<file path="src/rtl/cfg_ld_pkg.sv">
// Shared types for the serial bitstream loader.
package cfg_ld_pkg;

    // Host-visible status encoding
    typedef enum logic [1:0] {
        STAT_IDLE = 2'b00,
        STAT_BUSY = 2'b01,
        STAT_DONE = 2'b10,
        STAT_ERR  = 2'b11
    } ld_status_e;

    // Sequencer states
    typedef enum logic [2:0] {
        LD_IDLE,
        LD_PULSE,
        LD_WAIT,
        LD_STREAM,
        LD_TAIL,
        LD_INIT,
        LD_DONE,
        LD_ERR
    } ld_state_e;

    // True for states in which the serial clock runs
    function automatic logic clocks_run(ld_state_e s);
        return (s == LD_STREAM) || (s == LD_TAIL) || (s == LD_INIT);
    endfunction

endpackage

</file>
<file path="src/rtl/cfg_ld_sync.sv">
// Multi-stage synchroniser for asynchronous target pins.
// Assumes each input is a level that stays put for several clocks.
// Each bit has its own reset value, so idle pin levels are reproduced.
module cfg_ld_sync #(
    parameter int               W       = 2,
    parameter int               STAGES  = 2,
    parameter logic [W-1:0]     RST_VAL = '0
) (
    input  logic         clk,
    input  logic         rst_n,
    input  logic [W-1:0] d,
    output logic [W-1:0] q
);
    for (genvar b = 0; b < W; b++) begin : g_bit
        logic [STAGES-1:0] chain_q;

        // shift the pin level through the flop chain
        always_ff @(posedge clk) begin
            if (!rst_n) chain_q <= {STAGES{RST_VAL[b]}};
            else        chain_q <= {chain_q[STAGES-2:0], d[b]};
        end

        assign q[b] = chain_q[STAGES-1];
    end
endmodule

</file>
<file path="src/rtl/cfg_ld_clkgen.sv">
// Serial clock generator.
// A phase counter runs only while the sequencer stays in a clocking state
// across an edge. Otherwise the phase returns to 0, so the clock goes low at
// once on entry or exit. The clock is low during phases 0..HALF-1 and high
// after that. cyc_end marks the last phase of each period.
// Assumes DIV is even and at least 2.
module cfg_ld_clkgen #(
    parameter int DIV = 4
) (
    input  logic clk,
    input  logic rst_n,
    input  logic act_q,      // clocking in the present state
    input  logic act_d,      // clocking in the next state
    output logic dclk_o,
    output logic cyc_end
);
    localparam int PH_W = (DIV > 2) ? $clog2(DIV) : 1;
    localparam logic [PH_W-1:0] PH_LAST = PH_W'(DIV - 1);
    localparam logic [PH_W-1:0] PH_HALF = PH_W'(DIV / 2);

    logic [PH_W-1:0] ph_q;

    // advance the phase while clocking continues, else park it at 0
    always_ff @(posedge clk) begin
        if (!rst_n)                 ph_q <= '0;
        else if (act_q && act_d)    ph_q <= (ph_q == PH_LAST) ? '0 : ph_q + 1'b1;
        else                        ph_q <= '0;
    end

    assign dclk_o  = act_q && (ph_q >= PH_HALF);
    assign cyc_end = act_q && (ph_q == PH_LAST);
endmodule

</file>
<file path="src/rtl/cfg_ld_shreg.sv">
// Byte serialiser, LSB first.
// load takes a new byte; shift moves to the next bit and fills with 1.
// last_o is high while the final bit of the byte is being presented.
module cfg_ld_shreg #(
    parameter int W = 8
) (
    input  logic         clk,
    input  logic         rst_n,
    input  logic         load,
    input  logic         shift,
    input  logic [W-1:0] din,
    output logic         bit_o,
    output logic         last_o
);
    localparam int IDX_W = $clog2(W);

    logic [W-1:0]     sr_q;
    logic [IDX_W-1:0] idx_q;

    // hold the byte and the index of the bit on the line
    always_ff @(posedge clk) begin
        if (!rst_n) begin
            sr_q  <= '1;
            idx_q <= '0;
        end else if (load) begin
            sr_q  <= din;
            idx_q <= '0;
        end else if (shift) begin
            sr_q  <= {1'b1, sr_q[W-1:1]};
            idx_q <= idx_q + 1'b1;
        end
    end

    assign bit_o  = sr_q[0];
    assign last_o = (idx_q == IDX_W'(W - 1));
endmodule

</file>
<file path="src/rtl/cfg_loader.sv">
// Serial bitstream loader: top level and load sequencer.
// Reads IMAGE_BYTES bytes from ROM and clocks them into the target over the
// passive serial protocol. The target's status and done pins are
// synchronised before use.
// Assumes rom_data follows rom_addr within one clock. The address moves on
// only when a byte is taken, so the ROM then has a full byte time before the
// next one is needed.
module cfg_loader
    import cfg_ld_pkg::*;
#(
    parameter int ADDR_W      = 17,
    parameter int IMAGE_BYTES = 98304,
    parameter int PULSE_CYC   = 400,
    parameter int GAP_CYC     = 250,
    parameter int DCLK_DIV    = 4,
    parameter int INIT_CLKS   = 10,
    parameter int TAIL_CLKS   = 64,
    parameter int SYNC_STAGES = 2
) (
    input  logic              clk,
    input  logic              rst_n,
    input  logic              host_start,
    output logic [1:0]        host_status,
    output logic [ADDR_W-1:0] rom_addr,
    input  logic [7:0]        rom_data,
    output logic              ncfg_o,
    input  logic              nstatus_i,
    input  logic              cdone_i,
    output logic              dclk_o,
    output logic              data0_o
);
    localparam int TMR_MAX = (PULSE_CYC > GAP_CYC) ? PULSE_CYC : GAP_CYC;
    localparam int TMR_W   = $clog2(TMR_MAX + 1);
    localparam int CNT_MAX = (INIT_CLKS > TAIL_CLKS) ? INIT_CLKS : TAIL_CLKS;
    localparam int CNT_W   = $clog2(CNT_MAX + 1);
    localparam logic [ADDR_W-1:0] END_ADDR = ADDR_W'(IMAGE_BYTES);

    ld_state_e          state_q, state_d;
    logic [TMR_W-1:0]   tmr_q, tmr_d;
    logic [CNT_W-1:0]   cnt_q, cnt_d;
    logic [ADDR_W-1:0]  addr_q, addr_d;
    logic               seen_low_q, seen_low_d;

    logic [1:0] pins_s;
    logic       nst_s, cdone_s;
    logic       cyc_end, sh_bit, sh_last, sh_load, sh_shift;

    // synchronise target pins; status idles high, done idles low
    cfg_ld_sync #(
        .W       (2),
        .STAGES  (SYNC_STAGES),
        .RST_VAL (2'b01)
    ) u_sync (
        .clk   (clk),
        .rst_n (rst_n),
        .d     ({cdone_i, nstatus_i}),
        .q     (pins_s)
    );
    assign nst_s   = pins_s[0];
    assign cdone_s = pins_s[1];

    cfg_ld_clkgen #(
        .DIV (DCLK_DIV)
    ) u_clkgen (
        .clk     (clk),
        .rst_n   (rst_n),
        .act_q   (clocks_run(state_q)),
        .act_d   (clocks_run(state_d)),
        .dclk_o  (dclk_o),
        .cyc_end (cyc_end)
    );

    cfg_ld_shreg #(
        .W (8)
    ) u_shreg (
        .clk    (clk),
        .rst_n  (rst_n),
        .load   (sh_load),
        .shift  (sh_shift),
        .din    (rom_data),
        .bit_o  (sh_bit),
        .last_o (sh_last)
    );

    // next-state logic of the load sequencer
    always_comb begin
        state_d    = state_q;
        tmr_d      = tmr_q;
        cnt_d      = cnt_q;
        addr_d     = addr_q;
        seen_low_d = seen_low_q;
        sh_load    = 1'b0;
        sh_shift   = 1'b0;
        unique case (state_q)
            // accept a start only when not busy
            LD_IDLE, LD_DONE, LD_ERR: begin
                if (host_start) begin
                    state_d    = LD_PULSE;
                    tmr_d      = '0;
                    seen_low_d = 1'b0;
                end
            end
            // hold the reset pulse for PULSE_CYC clocks
            LD_PULSE: begin
                addr_d = '0;
                if (!nst_s) seen_low_d = 1'b1;
                if (tmr_q == TMR_W'(PULSE_CYC - 1)) begin
                    state_d = LD_WAIT;
                    tmr_d   = '0;
                end else begin
                    tmr_d = tmr_q + 1'b1;
                end
            end
            // need a low-then-high status and the setup gap
            LD_WAIT: begin
                if (!nst_s) seen_low_d = 1'b1;
                if (tmr_q != TMR_W'(TMR_MAX)) tmr_d = tmr_q + 1'b1;
                if (seen_low_q && nst_s && (tmr_q >= TMR_W'(GAP_CYC))) begin
                    state_d = LD_STREAM;
                    sh_load = 1'b1;
                    addr_d  = addr_q + 1'b1;
                end
            end
            // clock the image, watch done and error
            LD_STREAM: begin
                if (!nst_s) begin
                    state_d    = LD_PULSE;
                    tmr_d      = '0;
                    seen_low_d = 1'b0;
                end else if (cyc_end) begin
                    if (cdone_s) begin
                        state_d = LD_INIT;
                        cnt_d   = '0;
                    end else if (sh_last) begin
                        if (addr_q == END_ADDR) begin
                            state_d = LD_TAIL;
                            cnt_d   = '0;
                        end else begin
                            sh_load = 1'b1;
                            addr_d  = addr_q + 1'b1;
                        end
                    end else begin
                        sh_shift = 1'b1;
                    end
                end
            end
            // bounded padding while waiting for done
            LD_TAIL: begin
                if (!nst_s) begin
                    state_d    = LD_PULSE;
                    tmr_d      = '0;
                    seen_low_d = 1'b0;
                end else if (cyc_end) begin
                    if (cdone_s) begin
                        state_d = LD_INIT;
                        cnt_d   = '0;
                    end else if (cnt_q == CNT_W'(TAIL_CLKS - 1)) begin
                        state_d = LD_ERR;
                    end else begin
                        cnt_d = cnt_q + 1'b1;
                    end
                end
            end
            // extra clocks so the target can initialise
            LD_INIT: begin
                if (cyc_end) begin
                    if (cnt_q == CNT_W'(INIT_CLKS - 1)) state_d = LD_DONE;
                    else                                cnt_d   = cnt_q + 1'b1;
                end
            end
            default: state_d = LD_IDLE;
        endcase
    end

    // sequencer registers
    always_ff @(posedge clk) begin
        if (!rst_n) begin
            state_q    <= LD_IDLE;
            tmr_q      <= '0;
            cnt_q      <= '0;
            addr_q     <= '0;
            seen_low_q <= 1'b0;
        end else begin
            state_q    <= state_d;
            tmr_q      <= tmr_d;
            cnt_q      <= cnt_d;
            addr_q     <= addr_d;
            seen_low_q <= seen_low_d;
        end
    end

    // status decode
    always_comb begin
        unique case (state_q)
            LD_IDLE: host_status = STAT_IDLE;
            LD_DONE: host_status = STAT_DONE;
            LD_ERR:  host_status = STAT_ERR;
            default: host_status = STAT_BUSY;
        endcase
    end

    assign rom_addr = addr_q;
    assign ncfg_o   = (state_q != LD_PULSE);
    // non-image clocks carry 1
    assign data0_o  = (state_q == LD_STREAM) ? sh_bit : 1'b1;
endmodule

</file>
<file path="config.mk">
export PLATFORM = sky130hd
export DESIGN_NAME = cfg_loader
export DESIGN_NICKNAME = d
export VERILOG_FILES = /design/src/rtl/cfg_ld_pkg.sv /design/src/rtl/cfg_ld_sync.sv /design/src/rtl/cfg_ld_clkgen.sv /design/src/rtl/cfg_ld_shreg.sv /design/src/rtl/cfg_loader.sv
export SDC_FILE = /design/constraint.sdc
export NUM_CORES = 1
export LEC_CHECK = 0
export ABC_AREA = 1
export BUFFER_PORTS_ARGS = -buffer_cell sky130_fd_sc_hd__buf_2
export CAP_MARGIN = 20
export CORE_MARGIN = 1
export CORE_UTILIZATION = 30
export CTS_CLUSTER_SIZE = 16
export DETAILED_ROUTE_END_ITERATION = 6
export PLACE_DENSITY = 0.57
export SLEW_MARGIN = 25
export SYNTH_ARGS = -nofsm -noshare
export SYNTH_HDL_FRONTEND = slang
export SYNTH_SLANG_ARGS = --single-unit
</file>
<file path="constraint.sdc">
create_clock -name clk -period 1.7 [get_ports clk]
set_input_delay 0.085 -clock clk [delete_from_list [all_inputs] [get_ports clk]]
set_output_delay 0.085 -clock clk [all_outputs]
set_load 0.01 [all_outputs]
</file>
==> qor.yml <==
clockRootBuffer: "clkbuf_8"
required_ns: 1.93
relSlewSlack_pct: 72.0
power_density_mw_per_mm2: 511
cts_tree: "yes"
grt_max_degree: 26
yosys.area.top_type: "dfxtp_1"
finalHoldViolCount: 0
grt_pass1_wl_um: 14400
wl_per_cell_um: 11.9
wl_um: 9010
cts_buffers: 5
synth-seq-area-share_pct: 32.1
fin_crit_sh_pct: 97.3
synth_most_common_cell: "nand2_1"
drt-initial-drc-count: 168
hold_path_startpoint: "rom_data[7]"
clk_path_buf_depth: 2
worstPathArrival_ns: 1.88
crit_type: "flip-flop to flip-flop"
synthesis.area_sq_mm: 0.00336
dieHeight_um: 108
r2r-start: "u_shreg.idx_q[0]"
cpLargestDelayFamily: "simple AND/OR/NAND/NOR gates"
synth_area_leaders: "dfxtp_1, nand2_1, nor2_1"
tns_ns: 0
syn_area_per_cell_sq_um: 6.58
vias_per_cell: 4.69
worst_pin_slew_ns: 0.420
io_pins: 35
vias: 3547
rsz0062_at_grt: "true"
syn2layout_area_growth_pct: 36.6
synthArstFlopShare_pct: 0
overflow: 0
grt_pass1_vias: 3223
fin_area_sq_mm: 0.00459
dp_hpwl_um: 6630
drc_errors: 0
max_freq_mhz: 605
max_stage_delay_ns: 0.36
place_area_sq_mm: 0.00407
ys_warn_count: 0
synthCells: 511
antenna_found_initial: 0
layout_min_cycle_time_ns: 1.65
coreArea_sq_mm: 0.0109
syn_nets: 535
critical_path_buf_inv_count: 2
worstPathCellList: "ha_4 > ha_4 > nand2_1 > nor2_2 > nand4_1 > buf_4 > nand3_1 > nand2_1 > inv_1 > o21ai_2"
insertion_delay_ns: 0.32
peakVddDrop_uv: 302
leakagePower_uw: 0.00194
hold_path_class: "input pin to flip-flop"
worst_path_max_delay_cell: "dfxtp_2"
cap_violations: 0
layout.nets: 640
clock_sinks: 54
endpoint_kind: "flip-flop"
clock_skew_ns: 0.00756
dr.pass1.iters: 4
placed_cells: 730
setup_violations: 0
start_util_pct: 30.9
dieArea_sq_mm: 0.0116
synth_edf_count: 0
cp-startpoint: "u_shreg.idx_q[0]"
whs_ns: 0.00135
worst_setup_path_start_kind: "flip-flop"
maxSlewViolCount: 0
outcome: "finished clean"
gp_congestion: 0.871
yosysTopAreaCellShare_pct: 32.1
antenna_cells: 0
rows: 38
final_cells: 757
drive_gt1_share_pct: 35.2
nFillCells: 1125
critPathMaxFanout: 5
io_buffers: 34
die_width_um: 108
htree_levels: 2
ys_types: 36
ys_top_cells_by_count: "nand2_1, nor2_1, dfxtp_1"
synth_flop_cell: "dfxtp_1"
ys_ff_latch: 54
gr-usage-all-layers_pct: 15.6
cts.clk_slew.worst_paths_ns: 0.10
postRouteAntennaNets: 0
[worst paths after layout]
path,to,slack (ns),cells after the start
worst max-delay path,u_shreg.sr_q[7],0.05,10
worst max register to register,u_shreg.sr_q[7],0.05,10
worst min register to register,u_sync.g_bit[1].chain_q[1],0.42,2
worst min-delay path,u_shreg.sr_q[7],0.001,3
[worst reg2reg max path, cell delays in order (launching register included)]
cell,delay [ns]
dfxtp_2,0.36
ha_4,0.14
ha_4,0.12
nand2_1,0.06
nor2_2,0.18
nand4_1,0.23
buf_4,0.23
nand3_1,0.08
nand2_1,0.05
inv_1,0.07
o21ai_2,0.05
[stage by stage]
stage | util [%] | setup WS (ns) | total power, uW
after CTS | 39.2 | 0.00237 | 2360
after global placement | 37.4 | -0.00707 | 1550
after detailed placement | 37.4 | -0.0538 | 1550
after floorplan | - | 0.0240 | 1460
after global routing | 42.2 | -0.0467 | 2440
final | 42.2 | 0.0467 | 2350
[layout make-up]
class	instances	area [sq um]	share of cell area, %
inverters	58	230	5.01
multi-input cells	389	2220	48.4
clock inverters	2	12.5	0.272
flip-flops and latches	54	1110	24.1
clock buffers	6	82.6	1.80
repair buffers	108	763	16.6
well taps	140	175	3.81
[timing repair]
action	4_1_cts	5_1_grt
pin swaps	0	26
gates cloned	0	1
hold endpoints to repair	9	0
endpoints found under the setup margin	29	49
hold buffers	9	0
buffers inserted	0	9
gates resized for setup	7	82
[layer usage]
metal,GRT usage [%],vias up,routed length (um)
met4,6.56,0,155
met3,2.85,9,277
met1,18.9,1639,4210
li1,-,1839,-
met5,0,-,0
met2,26.9,60,4360
[state kept, by name, summed over array words and instances (netlist names)]
signal,flops
cnt_q,7
rom_addr,17
seen_low_q,1
state_q,3
tmr_q,9
u_clkgen.ph_q,2
u_shreg.idx_q,3
u_shreg.sr_q,8
u_sync.g_bit.chain_q,4
[power by group]
| group | leakage, uW | switching [uW] | internal (uW) | total (uW) |
|---|---|---|---|---|
| Clock | 0.0000472 | 459 | 329 | 788 |
| Combinational | 0.00145 | 155 | 117 | 271 |
| Sequential | 0.000444 | 14.1 | 1270 | 1290 |
[layout by cell type (no fill, tap or decap), types with 4 or more instances in the layout]
cell type	Yosys	final
nand2_1	132	124
nor2_1	80	63
buf_4	2	61
inv_1	49	44
dfxtp_1	54	40
nand3_1	38	36
buf_2	2	34
a21oi_1	29	26
nand2_2	13	19
xor2_1	17	17
nor2_2	2	15
a21oi_2	11	14
inv_2	8	11
dfxtp_2	0	11
dlygate4sd3_1	0	9
o21ai_1	3	7
or2_2	6	6
nand4_1	6	6
clkbuf_8	0	6
nor2_4	1	5
o21ai_0	10	5
nand3_2	3	5
nor3_1	7	5
ha_1	11	5
a211oi_1	4	4
ha_4	0	4
buf_6	1	4
[kinds of logic after synthesis]
group | Yosys count | synth area share (%)
simple gates | 296 | 39.1
buf+inv | 69 | 8.26
compound gates | 61 | 11.2
flops | 54 | 32.1
xor+xnor | 20 | 5.21
fa+ha+maj | 11 | 4.09
(Power assumes the default switching activity.)
